<file path="config.mk">
export PLATFORM = sky130hd
export DESIGN_NAME = evmon_bank
export DESIGN_NICKNAME = d
export VERILOG_FILES = /design/src/rtl/evmon_pkg.sv /design/src/rtl/evmon_chg_det.sv /design/src/rtl/evmon_cnt_unit.sv /design/src/rtl/evmon_out_mux.sv /design/src/rtl/evmon_bank.sv
export SDC_FILE = /design/constraint.sdc
export NUM_CORES = 2
export LEC_CHECK = 0
export BUFFER_PORTS_ARGS = -buffer_cell sky130_fd_sc_hd__buf_2
export CORE_UTILIZATION = 50
export DETAILED_ROUTE_END_ITERATION = 7
export HOLD_SLACK_MARGIN = 0.15
export PLACE_DENSITY = 0.7
export SLEW_MARGIN = 5
export SYNTH_ARGS = -nofsm -noshare
export SYNTH_HDL_FRONTEND = slang
export SYNTH_SLANG_ARGS = --single-unit
</file>
<file path="constraint.sdc">
create_clock -name clk -period 4.4 [get_ports clk]
set_input_delay 0.22 -clock clk [delete_from_list [all_inputs] [get_ports clk]]
set_output_delay 0.22 -clock clk [all_outputs]
set_load 0.02 [all_outputs]
</file>
<file path="src/rtl/evmon_pkg.sv">
package evmon_pkg;

  typedef enum logic [1:0] {
    CMD_NOP  = 2'b00,
    CMD_RUN  = 2'b01,
    CMD_CLR  = 2'b10,
    CMD_HOLD = 2'b11
  } cmd_t;

  typedef enum logic [1:0] {
    ST_RESET = 2'd0,
    ST_COUNT = 2'd1,
    ST_IDLE  = 2'd2
  } st_t;

  function automatic st_t next_state(st_t cur, cmd_t c);
    case (c)
      CMD_RUN:  return ST_COUNT;
      CMD_CLR:  return ST_RESET;
      CMD_HOLD: return ST_IDLE;
      default:  return cur;
    endcase
  endfunction

endpackage

</file>
<file path="src/rtl/evmon_chg_det.sv">
module evmon_chg_det #(
  parameter int VEC_W = 8
) (
  input  logic             clk,
  input  logic             rst,
  input  logic [VEC_W-1:0] vec_in,
  output logic             act
);
  logic [VEC_W-1:0] prev_q;

  always_ff @(posedge clk) begin
    if (rst) prev_q <= '0;
    else     prev_q <= vec_in;
  end

  assign act = |(vec_in ^ prev_q);
endmodule

</file>
<file path="src/rtl/evmon_cnt_unit.sv">
module evmon_cnt_unit
  import evmon_pkg::*;
#(
  parameter int CNT_W = 32
) (
  input  logic             clk,
  input  logic             rst,
  input  cmd_t             cmd_in,
  input  logic             act,
  output logic [CNT_W-1:0] cnt_out
);
  st_t              st_q;
  logic [CNT_W-1:0] cnt_q;

  function automatic logic [CNT_W-1:0] count_next(st_t s, logic [CNT_W-1:0] c, logic a);
    case (s)
      ST_RESET: return '0;
      ST_COUNT: return c + CNT_W'(a);
      default:  return c;
    endcase
  endfunction

  always_ff @(posedge clk) begin
    if (rst) begin
      st_q  <= ST_RESET;
      cnt_q <= '0;
    end else begin
      st_q  <= next_state(st_q, cmd_in);
      cnt_q <= count_next(st_q, cnt_q, act);
    end
  end

  assign cnt_out = cnt_q;

  assert_clear_zero_R3: assert property (@(posedge clk) disable iff (rst)
    (st_q == ST_RESET) |=> (cnt_q == '0));
  assert_idle_hold_R4: assert property (@(posedge clk) disable iff (rst)
    (st_q == ST_IDLE) |=> $stable(cnt_q));
  assert_count_step_R2: assert property (@(posedge clk) disable iff (rst)
    (st_q == ST_COUNT) |=> (cnt_q == CNT_W'($past(cnt_q) + CNT_W'($past(act)))));
  assert_nop_keeps_R5: assert property (@(posedge clk) disable iff (rst)
    (cmd_in == CMD_NOP) |=> (st_q == $past(st_q)));
endmodule

</file>
<file path="src/rtl/evmon_out_mux.sv">
module evmon_out_mux #(
  parameter int NUM_CH = 16,
  parameter int CNT_W  = 32,
  localparam int ADDR_W = $clog2(NUM_CH)
) (
  input  logic                    clk,
  input  logic                    rst,
  input  logic [ADDR_W-1:0]       addr,
  input  logic [NUM_CH*CNT_W-1:0] cnt_flat,
  output logic [CNT_W-1:0]        mon_q
);
  logic [CNT_W-1:0] pick;

  always_comb begin
    pick = '0;
    for (int i = 0; i < NUM_CH; i++)
      if (addr == ADDR_W'(i)) pick = cnt_flat[i*CNT_W +: CNT_W];
  end

  always_ff @(posedge clk) begin
    if (rst) mon_q <= '0;
    else     mon_q <= pick;
  end
endmodule

</file>
<file path="src/rtl/evmon_bank.sv">
module evmon_bank
  import evmon_pkg::*;
#(
  parameter int NUM_CH = 16,
  parameter int VEC_W  = 8,
  parameter int CNT_W  = 32,
  localparam int ADDR_W = $clog2(NUM_CH)
) (
  input  logic                    clk,
  input  logic                    rst,
  input  logic [ADDR_W-1:0]       cmd_addr,
  input  logic [1:0]              cmd,
  input  logic [NUM_CH*VEC_W-1:0] watch_bus,
  output logic [CNT_W-1:0]        mon_out
);
  cmd_t                    cmd_c;
  logic [NUM_CH-1:0]       sel_vec;
  logic [NUM_CH-1:0]       act_vec;
  logic [NUM_CH*CNT_W-1:0] cnt_flat;

  assign cmd_c = cmd_t'(cmd);

  for (genvar g = 0; g < NUM_CH; g++) begin : g_ch
    cmd_t ch_cmd;
    assign sel_vec[g] = (cmd_addr == ADDR_W'(g)) && (cmd_c != CMD_NOP);
    assign ch_cmd     = sel_vec[g] ? cmd_c : CMD_NOP;

    evmon_chg_det #(.VEC_W(VEC_W)) u_det (
      .clk    (clk),
      .rst    (rst),
      .vec_in (watch_bus[g*VEC_W +: VEC_W]),
      .act    (act_vec[g])
    );

    evmon_cnt_unit #(.CNT_W(CNT_W)) u_cnt (
      .clk     (clk),
      .rst     (rst),
      .cmd_in  (ch_cmd),
      .act     (act_vec[g]),
      .cnt_out (cnt_flat[g*CNT_W +: CNT_W])
    );
  end

  evmon_out_mux #(.NUM_CH(NUM_CH), .CNT_W(CNT_W)) u_mux (
    .clk      (clk),
    .rst      (rst),
    .addr     (cmd_addr),
    .cnt_flat (cnt_flat),
    .mon_q    (mon_out)
  );

  assert_single_target_R5: assert property (@(posedge clk) disable iff (rst)
    $onehot0(sel_vec));
endmodule

</file>
# Word level (Yosys, flattened, before mapping)

Index checks and enable logic that the tools add are counted.
W data, S select, Z words.

Register bits after elaboration: 704
Bits in latches: 0
RAM bits: 0
ROM bits: 0
Input port bits: 136
Output and inout port bits: 32
Word-level logic and storage cells: 306
Memories: 0

Add/subtract/negate cells: 16
Multiply operators: 0
Div/mod/pow operators: 0
Order comparisons: 0
Equality and inequality tests: 79
Shift-type cells: 0
Multiplexer cells: 64
Bitwise operators: 16
Reduce and logical (&&, ||, !) cells: 82

Operator list:

| cell                 | number |
|---|---|
| $pmux W32 S2         | 16 |
| $add A32 B1 Y32      | 16 |
| $mux W32             | 16 |
| $reduce_or A8 Y1     | 16 |
| $xor A8 B8 Y8        | 16 |
| $pmux W2 S3          | 16 |
| $eq A2 B1 Y1 const B | 32 |
| $eq A2 B2 Y1 const B | 32 |
| $reduce_bool A3 Y1   | 16 |
| $reduce_bool A2 Y1   | 17 |
| $eq A4 B4 Y1 const B | 8 |
| $logic_not A2 Y1     | 16 |
| $mux W2              | 16 |
| $eq A4 B3 Y1 const B | 4 |
| $logic_and A1 B1 Y1  | 16 |
| $eq A4 B2 Y1 const B | 2 |
| $eq A4 B1 Y1 const B | 1 |
| $logic_not A4 Y1     | 1 |

# Depth between registers and ports, before layout

Depth in word-level cells: 17
Gate-level depth with buffers: 11

# By module

Synthesis repeated with hierarchy kept, for this count alone.

Cells, all modules: 4680
Area, all modules: 39364.0 um^2

By module, submodules not included:

| module         | times used | cells an instance | area each (um^2) |
|---|---|---|---|
| evmon_cnt_unit | 16         | 210               | 1747.9 |
| evmon_out_mux  | 1          | 841               | 6431.2 |
| evmon_chg_det  | 16         | 27                | 296.5 |
| evmon_bank     | 1          | 47                | 221.5 |

# Worst setup path after synthesis

No wires, ideal clock.

Path kind: reg-to-reg
From: register g_ch[7].u_det.prev_q[7]
To: register g_ch[7].u_cnt.cnt_q[28]
Library setup time: 73 ps
Arrival time: 2384 ps
Slack: 1943 ps
Cell stages (with the launch flop): 10
Path buffers: 0
Period minus slack after synthesis: 2457 ps
Cells stage by stage: dfxtp_1 -> xor2_1 -> nor4_1 -> nand2_1 -> ha_1 -> ha_1 -> nand4_1 -> or4_2 -> or3_1 -> a21oi_1

Word-level cells in the longest chain between the ends: 4

Ends and longest elaborated chain:

| what                   | line                 | source |
|---|---|---|
| start, declared        | evmon_chg_det.sv:9   | `logic [VEC_W-1:0] prev_q;` |
| start signal, assigned | evmon_chg_det.sv:13  | `else prev_q <= vec_in;` |
| $xor A8 B8 Y8          | evmon_chg_det.sv:16  | `assign act = \|(vec_in ^ prev_q);` |
| $reduce_or A8 Y1       | evmon_chg_det.sv:16  |  |
| $add A32 B1 Y32        | evmon_cnt_unit.sv:18 | `ST_COUNT: return c + CNT_W'(a);` |
| $pmux W32 S2           | evmon_cnt_unit.sv:16 | `case (s)` |
| end signal, assigned   | evmon_cnt_unit.sv:29 | `cnt_q <= count_next(st_q, cnt_q, act);` |
| end, declared          | evmon_cnt_unit.sv:13 | `logic [CNT_W-1:0] cnt_q;` |

Every way passes these cells.
A chain may end at the register's enable or synchronous reset.

# Worst setup path in the final report

From: register g_ch[12].u_det.prev_q[6]
To: register g_ch[12].u_cnt.cnt_q[26]

Word-level cells in the longest chain between the ends: 4

Ends and longest elaborated chain:

| what                   | line |
|---|---|
| start, declared        | evmon_chg_det.sv:9 |
| start signal, assigned | evmon_chg_det.sv:13 |
| $xor A8 B8 Y8          | evmon_chg_det.sv:16 |
| $reduce_or A8 Y1       | evmon_chg_det.sv:16 |
| $add A32 B1 Y32        | evmon_cnt_unit.sv:18 |
| $pmux W32 S2           | evmon_cnt_unit.sv:16 |
| end signal, assigned   | evmon_cnt_unit.sv:29 |
| end, declared          | evmon_cnt_unit.sv:13 |

Every way passes these cells.

==> run_results.csv <==
group,metric,value,unit
logic_synthesis,ys_seq_area_frac,0.370,
power,power.static_leakage,14.8,nW
min_path,hold_end,"u_mux.mon_q[25]",
grt,number_of_global_route_vias_before_repair,33600,
worst_setup_path,rr_startpoint,"g_ch[12].u_det.prev_q[6]",
min_path,min_delay_path_depth,3,
floorplan,ios,168,
final_layout,area_growth,15.1,%
worst_setup_path,setup.reg_to_reg.worst_slack,1.20,ns
sta,hold_violations,0,
final_layout,layout.core_utilization,0.585,
final_layout,layout.filler_cells,6585,
detailed_routing,detail_route.iter0.violations,4989,
place,pre_cts_ws,1.29,ns
logic_synthesis,yosys.area.top_type_share,0.370,
detailed_routing,firstDrtPassIters,7,
place,portBuffers,167,
logic_synthesis,post_synth_instance_area,0.0381,mm^2
power,totalPowerFinal,14.6,mW
grt,antenna_violations_before_repair,5,
sta,worst_slack,1.20,ns
worst_setup_path,worstSetupEndpointType,"flip-flop",
worst_setup_path,crit_path_start_kind,"flip-flop",
status,run_status,"finished, final reports clean",
logic_synthesis,synth_enable_flop_cells,0,
grt,grt_start_max_net_pins,179,
min_path,min-delay-start,"cmd_addr[1]",
grt,grt_overflow_total,0,
sta,period_needed,3.20,ns
worst_setup_path,cp.required,4.96,ns
cts,clock_tree.root_cell,"clkbuf_16",
min_path,hp-class,"input port to flip-flop",
cts,worst_setup_hold_path_clk_slew,0.07,ns
detailed_routing,dr_total_vias,37800,
sta,final.setup_skew,0.0277,ns
sta,finalSetupViolations,0,
logic_synthesis,post_synth_inst_count,4726,
sta,min_period_over_period,0.728,
place,gp_congestion,1.06,
detailed_routing,antenna_violating_nets_post_route,0,
sta,max_slew_violations,0,
sta,setup_tns,0,ns
job,drv_cap,0,
detailed_routing,post_drt_via_cell_ratio,6.40,
floorplan,dieHeight,278,um
final_layout,finish.cell_count_without_fillers,5904,
logic_synthesis,ys_warn_count,0,
logic_synthesis,synth-async-reset-ratio,0,
floorplan,fp-row-count,100,
logic_synthesis,synth.ff_latch_count,704,
cts,postCtsSetupRepairBufs,0,
logic_synthesis,synthesis.nets,4894,
worst_setup_path,critPathArrivalTime,3.76,ns
floorplan,die_width,278,um
final_layout,finish.net_count,5036,
place,dp.final_hpwl,93300,um
sta,rsz_0062_raised_after_global_routing,"false",
cts,clock_tree.buffer_depth,3,
cts,clock_insertion_delay_worst_skew,0.65,ns
cts,tritoncts.num_buffers,80,
worst_setup_path,rr_endpoint,"g_ch[12].u_cnt.cnt_out[26]",
detailed_routing,drt-wirelength-per-cell,22.8,um
detailed_routing,route.final.wire_length,134000,um
final_layout,layout-drive-gt1-share,0.0995,
grt,grtUsageTotal,0.336,
sta,hold_slack,0.195,ns
final_layout,design_area,0.0438,mm^2
sta,timing.slew.headroom,0.261,
logic_synthesis,synth.avg_cell_area,8.06,um^2
grt,wire_length_of_the_first_global_routing_pass,204000,um
logic_synthesis,synth_largest_area_cell,"dfxtp_1",
floorplan,core_area,0.0749,mm^2
cts,clock_tree.htree_level_count,3,
floorplan,initial_utilization,0.508,
sta,max_slew.worst_pin.slew,1.11,ns
worst_setup_path,critPathKind,"flip-flop to flip-flop",
worst_setup_path,crit_path_start,"g_ch[12].u_det.prev_q[6]",
sta,fmaxAchievable,312,MHz
place,placedInstanceArea,0.0394,mm^2
detailed_routing,drc_viols,0,
logic_synthesis,synthFlopType,"dfxtp_1",
logic_synthesis,synthTopCellsByArea,"dfxtp_1, nor2_1, nand2_1",
floorplan,die_area,0.0773,mm^2
worst_setup_path,critPathMaxFanout,11,
cts,cts.sinks,704,
power,vdd_ir_drop_max,0.307,mV
place,placedCellCount,5588,
worst_setup_path,timing.reg2reg.worst_path_depth,10,
logic_synthesis,post_synth_num_cell_types,87,
power,p_per_cell_area,333,mW/mm^2
cts,cts_tree,"built",
Yosys cell counts (25+ instances only):
master    number
dfxtp_1      704
nor2_1       502
nand2_1      486
clkbuf_1     275
a21oi_1      219
xor2_1       203
nand3_1      202
o21ai_0      178
nor2b_1      171
nand4_1      145
nor3_1       127
a22oi_1      117
nor4_1       111
o22ai_1       98
a31oi_1       91
xnor2_1       89
mux2i_1       79
or4_1         64
o211ai_1      62
inv_1         59
and4_1        54
or3_1         53
mux2_2        51
and3_1        49
ha_1          32
buf_2         31
mux4_2        31
a211oi_1      30
and2_1        30
o21a_1        29
a21o_1        28
buf_1         27
o221ai_1      25
final cells by class:
| type | count | area [um^2] | area share |
|---|---|---|---|
| antenna | 2 | 5.00 | 0.000114 |
| clock buffer | 114 | 2290 | 0.0522 |
| clock inverter | 33 | 509 | 0.0116 |
| inverter | 61 | 229 | 0.00522 |
| multi-input combinational | 3623 | 22400 | 0.512 |
| sequential | 704 | 14100 | 0.322 |
| tap | 969 | 1210 | 0.0277 |
| timing repair buffer | 398 | 3060 | 0.0699 |
worst max-delay path, cell delays in order (launching register included):
cell and delay (ns):
dfxtp_1 0.39, xor2_1 0.17, nor4_1 0.08, nand2_1 0.15, ha_1 0.19, ha_1 0.23
nand2_1 0.14, nor4_1 0.56, nand2_1 0.41, or4_1 0.60, a31oi_1 0.18
flip-flops by register name, indices dropped and copies added (netlist names):
register	cells
g_ch.u_cnt.cnt_out	512
g_ch.u_det.prev_q	128
g_ch.u_cnt.st_q	32
u_mux.mon_q	32
placed cells by master, fill, tap and decap left out, types with 19 or more instances in the layout:
master,count
dlygate4sd3_1,167
a21o_1,28
or3_1,53
nor3_1,127
nand2_1,486
clkbuf_16,80
nand4_1,145
and4_1,54
o211ai_1,62
xor2_1,203
mux2_2,51
inv_1,59
dfxtp_1,702
and2_1,30
o22ai_1,98
mux4_2,31
a31oi_1,91
a22oi_1,117
a21oi_1,219
buf_4,61
buf_2,163
and3_1,49
xnor2_1,89
nand3_1,202
nor2b_1,171
o21a_1,29
nor4_1,111
ha_1,32
or2_2,19
nor2_1,501
nand2b_1,24
o21ai_0,178
a211oi_1,30
or4_1,64
mux2i_1,79
o221ai_1,25
logic make-up (layout without fill, tap and decap cells):
logic type	after synthesis	after routing	share of synthesized area
buffers and inverters	399	606	0.0414
flip-flops	704	704	0.370
multiplexers	161	161	0.0541
AND/OR/NAND/NOR	2111	2111	0.282
adder cells (fa/ha/maj)	32	32	0.0105
other	0	2	0
AO/OA/AOI/OAI	1027	1027	0.175
XOR/XNOR	292	292	0.0671
layer usage:
layer  up-vias  wire [um]  track usage
met5         -         11            0
met4         2       7170        0.165
met3       373      13600       0.0574
met2      1974      57300        0.502
met1     17900      56400        0.469
li1      17600          -            -
report_power, final:
part	internal, mW	leakage, nW	total (mW)	switching, mW
sequential	6.46	5.71	6.52	0.0633
combinational	0.381	7.69	0.998	0.616
clock	4.20	1.36	7.08	2.88
worst max-delay path by stage:
stage                     depth (start not counted)                         end  slack, ns
after floorplan                                   9   g_ch[7].u_cnt.cnt_out[28]       1.94
after global placement                            7             u_mux.mon_q[29]       1.39
after detailed placement                          7             u_mux.mon_q[28]       1.29
after CTS                                        10  g_ch[12].u_cnt.cnt_out[26]       1.35
after global routing                             10  g_ch[12].u_cnt.cnt_out[26]       1.05
final                                            10  g_ch[12].u_cnt.cnt_out[26]       1.20
what timing repair did:
action	4_1_cts	5_1_grt
hold buffers	167	0
endpoints found under the hold margin	175	0
resized for setup	0	0
endpoints found under the setup margin	0	0
Power figures use the tool's default switching activity.
